### src/rtl/di_pkg.sv
`timescale 1ns/1ps
package di_pkg;

  typedef enum logic [1:0] {
    PH_TRACK = 2'd0,
    PH_SETUP = 2'd1,
    PH_TREAD = 2'd2
  } phase_e;

  // number of treads for a factor select value
  function automatic int unsigned treads_of(input int unsigned lg);
    return 32'd2 << lg;
  endfunction

  // staircase level of tread k
  function automatic int unsigned stair_of(input int unsigned k, input int unsigned step);
    return k * step;
  endfunction

endpackage

### src/rtl/di_stair_seq.sv
`timescale 1ns/1ps
module di_stair_seq #(
  parameter int AMP_W   = 8,
  parameter int MAX_LG  = 4,
  parameter int LG_W    = 2,
  parameter int CNT_W   = MAX_LG + 1,
  parameter int STAIR_W = AMP_W + MAX_LG
) (
  input  logic               clk,
  input  logic               rst_n,
  input  logic [LG_W-1:0]    cfg_lg,
  input  logic [AMP_W-1:0]   cfg_step,
  output logic               sh_hold,
  output logic [STAIR_W-1:0] stair,
  output logic               tread_en,
  output logic               tread_last,
  output logic               period_clr,
  output logic [CNT_W-1:0]   n_treads
);
  import di_pkg::*;

  localparam int K_W = MAX_LG;

  phase_e           ph_q;
  logic [K_W-1:0]   k_q;
  logic [LG_W-1:0]  lg_q;
  logic [AMP_W-1:0] step_q;

  assign n_treads   = CNT_W'(treads_of(32'(lg_q)));
  assign tread_en   = (ph_q == PH_TREAD);
  assign tread_last = tread_en && ((CNT_W'(k_q) + CNT_W'(1)) == n_treads);
  assign period_clr = (ph_q == PH_SETUP);
  assign sh_hold    = (ph_q != PH_TRACK);
  assign stair      = tread_en ? STAIR_W'(stair_of(32'(k_q), 32'(step_q))) : '0;

  always_ff @(posedge clk) begin
    if (!rst_n) begin
      ph_q   <= PH_TRACK;
      k_q    <= '0;
      lg_q   <= '0;
      step_q <= '0;
    end else begin
      case (ph_q)
        PH_TRACK: begin
          lg_q   <= cfg_lg;
          step_q <= cfg_step;
          k_q    <= '0;
          ph_q   <= PH_SETUP;
        end
        PH_SETUP: ph_q <= PH_TREAD;
        PH_TREAD: begin
          if (tread_last) ph_q <= PH_TRACK;
          else            k_q  <= k_q + K_W'(1);
        end
        default: ph_q <= PH_TRACK;
      endcase
    end
  end

  assert_settle_then_tread_R2: assert property (@(posedge clk) disable iff (!rst_n)
    period_clr |=> (tread_en && k_q == '0));
  assert_tread_steps_R2: assert property (@(posedge clk) disable iff (!rst_n)
    (tread_en && !tread_last) |=> (tread_en && k_q == $past(k_q) + K_W'(1)));
  assert_tread_bounded_R2: assert property (@(posedge clk) disable iff (!rst_n)
    tread_en |-> (CNT_W'(k_q) < n_treads));
  assert_cfg_frozen_R5: assert property (@(posedge clk) disable iff (!rst_n)
    (ph_q != PH_TRACK) |=> ($stable(lg_q) && $stable(step_q)));

endmodule

### src/rtl/di_accum.sv
`timescale 1ns/1ps
module di_accum #(
  parameter int ADC_W = 8,
  parameter int CNT_W = 5,
  parameter int SUM_W = ADC_W + CNT_W - 1
) (
  input  logic             clk,
  input  logic             rst_n,
  input  logic             clr,
  input  logic             tread_en,
  input  logic             tread_last,
  input  logic [CNT_W-1:0] n_treads,
  input  logic             adc_vld,
  input  logic [ADC_W-1:0] adc_code,
  output logic [SUM_W-1:0] res_data,
  output logic             res_vld,
  output logic             res_miss
);
  logic [SUM_W-1:0] sum_q, sum_nxt;
  logic [CNT_W-1:0] cnt_q, cnt_nxt;
  logic             take;
  logic             full;

  assign take    = tread_en && adc_vld;
  assign sum_nxt = sum_q + (take ? SUM_W'(adc_code) : '0);
  assign cnt_nxt = cnt_q + (take ? CNT_W'(1) : '0);
  assign full    = (cnt_nxt == n_treads);

  always_ff @(posedge clk) begin
    if (!rst_n) begin
      sum_q    <= '0;
      cnt_q    <= '0;
      res_data <= '0;
      res_vld  <= 1'b0;
      res_miss <= 1'b0;
    end else begin
      if (clr) begin
        sum_q <= '0;
        cnt_q <= '0;
      end else if (take) begin
        sum_q <= sum_nxt;
        cnt_q <= cnt_nxt;
      end
      res_vld  <= tread_last && full;
      res_miss <= tread_last && !full;
      if (tread_last) res_data <= sum_nxt;
    end
  end

  assert_clear_R8: assert property (@(posedge clk) disable iff (!rst_n)
    clr |=> (cnt_q == '0 && sum_q == '0));
  assert_count_bound_R9: assert property (@(posedge clk) disable iff (!rst_n)
    tread_en |-> (cnt_q < n_treads));
  assert_result_single_R7: assert property (@(posedge clk) disable iff (!rst_n)
    res_vld |=> !res_vld);

endmodule

### src/rtl/di_stair_avg.sv
`timescale 1ns/1ps
module di_stair_avg #(
  parameter int ADC_W  = 8,
  parameter int AMP_W  = 8,
  parameter int MAX_LG = 4,
  localparam int LG_W    = $clog2(MAX_LG),
  localparam int CNT_W   = MAX_LG + 1,
  localparam int STAIR_W = AMP_W + MAX_LG,
  localparam int RES_W   = ADC_W + MAX_LG
) (
  input  logic               clk,
  input  logic               rst_n,
  input  logic [LG_W-1:0]    cfg_lg,
  input  logic [AMP_W-1:0]   cfg_step,
  input  logic               adc_vld,
  input  logic [ADC_W-1:0]   adc_code,
  output logic               sh_hold,
  output logic [STAIR_W-1:0] stair_code,
  output logic [RES_W-1:0]   res_data,
  output logic               res_vld,
  output logic               res_miss
);
  logic             tread_en;
  logic             tread_last;
  logic             period_clr;
  logic [CNT_W-1:0] n_treads;

  di_stair_seq #(
    .AMP_W(AMP_W), .MAX_LG(MAX_LG), .LG_W(LG_W), .CNT_W(CNT_W), .STAIR_W(STAIR_W)
  ) u_seq (
    .clk(clk), .rst_n(rst_n), .cfg_lg(cfg_lg), .cfg_step(cfg_step),
    .sh_hold(sh_hold), .stair(stair_code), .tread_en(tread_en),
    .tread_last(tread_last), .period_clr(period_clr), .n_treads(n_treads)
  );

  di_accum #(
    .ADC_W(ADC_W), .CNT_W(CNT_W), .SUM_W(RES_W)
  ) u_acc (
    .clk(clk), .rst_n(rst_n), .clr(period_clr), .tread_en(tread_en),
    .tread_last(tread_last), .n_treads(n_treads), .adc_vld(adc_vld),
    .adc_code(adc_code), .res_data(res_data), .res_vld(res_vld), .res_miss(res_miss)
  );

  assert_result_in_track_R7: assert property (@(posedge clk) disable iff (!rst_n)
    (res_vld || res_miss) |-> (!sh_hold && stair_code == '0));
  assert_flags_exclusive_R9: assert property (@(posedge clk) disable iff (!rst_n)
    !(res_vld && res_miss));
  assert_hold_enters_R2: assert property (@(posedge clk) disable iff (!rst_n)
    $rose(sh_hold) |=> sh_hold);

endmodule

### config.mk
export PLATFORM = sky130hd
export DESIGN_NAME = di_stair_avg
export DESIGN_NICKNAME = d
export VERILOG_FILES = /design/src/rtl/di_pkg.sv /design/src/rtl/di_stair_seq.sv /design/src/rtl/di_accum.sv /design/src/rtl/di_stair_avg.sv
export SDC_FILE = /design/constraint.sdc
export NUM_CORES = 1
export LEC_CHECK = 0
export ABC_AREA = 1
export BUFFER_PORTS_ARGS = -buffer_cell sky130_fd_sc_hd__buf_4
export CELL_PAD_IN_SITES_DETAIL_PLACEMENT = 0
export CELL_PAD_IN_SITES_GLOBAL_PLACEMENT = 2
export CORE_AREA = 2 2 153 80
export CTS_CLUSTER_DIAMETER = 120
export DETAILED_ROUTE_END_ITERATION = 16
export DIE_AREA = 0 0 155 82
export GPL_ROUTABILITY_DRIVEN = 0
export PLACE_DENSITY = 0.94
export SLEW_MARGIN = 20
export SYNTH_ARGS = -nofsm -noshare
export SYNTH_HDL_FRONTEND = slang
export SYNTH_HIERARCHICAL = 1
export SYNTH_SLANG_ARGS = --single-unit
### constraint.sdc
create_clock -name clk -period 4.95 [get_ports clk]
set_clock_uncertainty 0.1 [all_clocks]
set_input_delay 0.2475 -clock clk [delete_from_list [all_inputs] [get_ports clk]]
set_output_delay 0.2475 -clock clk [all_outputs]
set_load 0.03 [all_outputs]
==> impl_results.md <==
* Status: finished, final reports clean
* DRT Wirelength at 10000 µm
* Power per cell area at 226 mW/mm²
* Synthesized flop and latch total at 47
* Area Growth Syn to Fin at 16.7%
* Min Clock Period, post-route at 3.93 ns
* DR vias at approximately 3.6k
* Final setup fails at 0
* YS warnings at 6
* Synth Flop Type: dfxtp_1
* All-Layer GR Usage at 0.166
* Final WS setup at a little over 1 ns
* Critical Path RT at 4.60 ns
* Die span in x at 155 µm
* Drt first pass iters at 5
* Clock transition at path regs at 0.06 ns
* CTS Root Cell: clkbuf_16
* # Post-CTS Setup Buffers at 0
* First DRT Iteration DRCs at between 200 and 250
* Drt drc at 0
* Leak pwr at 2.47 nW
* Final Hold Fails at 0
* Syn avg cell area at approximately 6.4 µm²
* Crit end category: output port
* Starting Density at 0.332
* Initial antenna violation count at 0
* Clock latency on the worst-skew pair at 0.29 ns
* Deepest clock path buffer count at 2
* Critical path arrival at 3.59 ns
* Wirelength per Cell at between 10 and 15 µm
* Post_cts resized at 0
* Critical Path Source Type: flop
* PortBufs at 47
* Nets@finish at 698
* CP Class: reg2out
* Gate Count Post-Synth at between 500 and 600
* EDFF count, synth at 0
* Hold Path Class: in2reg
* Global-route wire length before repair at 16500 µm
* CTS tree: done
* # diodes at 0
* Seq/Total Area, Yosys at 0.247
* Post-synth top cells: nand2_1, inv_1, nor2_1, dfxtp_1, nand3_1
* Most frequent cell after synthesis: nand2_1
* CTS Buf Count at 5
* Max-cap viol count at 0
* Synth top area share at 0.247
* Synth Cell Area at 0.00381 mm²
* Number of core rows at 28
* Max Freq at 254 MHz
* Clock sinks at 47
* Crit path max fanout at 13
* ANT nets after route at 0
* Post-Syn Nets at 658
* Grt ovf at 0
* Peak VDD IR at between 0.0001 and 0.00015 V
* Final period utilization at 0.795
* Post-DP HPWL at between 7000 and 8000 µm
* Yosys cell types at 38
* Ports at between 40 and 50
* Pins Over Slew Limit at 0
* Least-Margin Pin Slew at 0.827 ns
* RSZ-0062 raised after global routing: false
* Synth top area cells: dfxtp_1, nand2_1, inv_1, nor2_1, ha_1
* Cell accounting for the most synthesized area: dfxtp_1
* Largest net degree at the start of global routing at 23
* Vias per cell at 4.58
* Post-CTS Hold Buffers at 0
* Core area at around 0.011 mm²
* Vias in the first global route at ~3.3k
* Chip height at 82 µm
* Share of layout cells above drive strength 1 at 0.130
* Total negative slack at 0 ns
* Pwr Total at 1.00 mW
* DIE AREA at 0.0127 mm²
* Post-synth ARST share at 0
* H-tree lvl count at 2
* Setup WS pre-CTS at 1.39 ns
* Slew margin rel. at 0.448
## worst max-delay path: stages (launching register included)
cell and delay [ns]:
dfxtp_1 0.46, nand2_1 0.14, inv_1 0.07, fa_1 0.53, inv_1 0.05, fa_1 0.52, inv_1 0.04, ha_1 0.33
a21oi_1 0.25, o21ai_0 0.15, a21oi_1 0.26, o21bai_1 0.12, nand2_1 0.07, nand2_1 0.05, nor2_1 0.08, buf_4 0.16
## per-stage QoR
| stage | cell area (µm²) | utilization | instances | hold WS, ns |
|---|---|---|---|---|
| 2_1_floorplan | 3810 | - | 597 | 0.282 |
| 3_3_place_gp | 4270 | 0.373 | 780 | 0.366 |
| 3_5_place_dp | 4270 | 0.373 | 780 | 0.374 |
| 4_1_cts | 4440 | 0.388 | 788 | 0.0807 |
| 5_1_grt | 4440 | 0.388 | 788 | 0.0950 |
| 6_report | 4440 | 0.388 | 788 | 0.0854 |
## flip-flops by register name, summed over array words and instances, names as in the netlist
name and cells:
u_acc/res_data 12, u_seq/step_q 8, u_acc/res_miss 1, u_seq/lg_q 2, u_acc/sum_q 12, u_seq/k_q 4
u_seq/ph_q 2, u_acc/cnt_q 5, u_acc/res_vld 1
## final timing paths
check             slack [ns]                             end                           start  cells past startpoint
setup / recovery        1.02                   stair_code[9]       u_seq/k_q[3]$_SDFFE_PN0P_                     15
hold / removal          0.09    u_seq/step_q[6]$_SDFFE_PN0P_                     cfg_step[6]                      3
setup reg to reg        2.04  u_acc/res_data[3]$_SDFFE_PN0P_       u_seq/k_q[0]$_SDFFE_PN0P_                     12
hold reg to reg         0.39  u_acc/res_data[2]$_SDFFE_PN0P_  u_acc/res_data[2]$_SDFFE_PN0P_                      2
## area by class of cell
class,count,area (µm²)
clock inverters,2,35.0
clock buffers,6,139
repair buffers,49,368
well taps,150,188
fillers,1210,7010
multi-input cells,407,2290
flip-flops and latches,47,941
inverters,127,478
## kinds of logic (layout without fill, tap and decap cells)
logic type                 after synthesis  after routing  synth area share
AOI/OAI and AO/OA                       70             70             0.103
xor gates and xnor gates                10             10            0.0250
adders and majority gates               40             40             0.157
buffers and inverters                  143            184             0.150
DFF                                     47             47             0.247
other                                    1              1          0.000985
and+or+nand+nor                        286            286             0.317
## layer usage
metal  wire length [µm]  vias up  part of all wire  GRT usage
met5                  0        -                 0          0
met4                 14        0            0.0014     0.0194
met3                393        2             0.039     0.0332
met2               3430       68              0.34      0.220
met1               6200     1626              0.62      0.272
li1                   -     1910                 -          -
## power by group
part / internal (mW) / switching [mW] / leakage, nW / total (mW)
Sequential: 0.400 / 0.0286 / 0.383 / 0.429
Clock: 0.251 / 0.152 / 0.0868 / 0.404
Combinational: 0.0592 / 0.113 / 2.00 / 0.172
## layout by cell type, fill, tap and decap left out, types with 2 or more instances in the layout
master and count:
nand2_1 122, inv_1 117, nor2_1 92, buf_4 49, dfxtp_1 47, nand3_1 46
a21oi_1 29, ha_1 27, o21ai_0 26, fa_1 13, inv_2 9, nand4_1 9
xor2_1 7, nand2_2 6, clkbuf_16 5, o21ai_1 4, a21o_1 3, nor2_2 3
clkinv_2 2, xnor2_1 2, o21bai_1 2, nor3_1 2
Note: power is estimated with default switching activity, not from simulation.
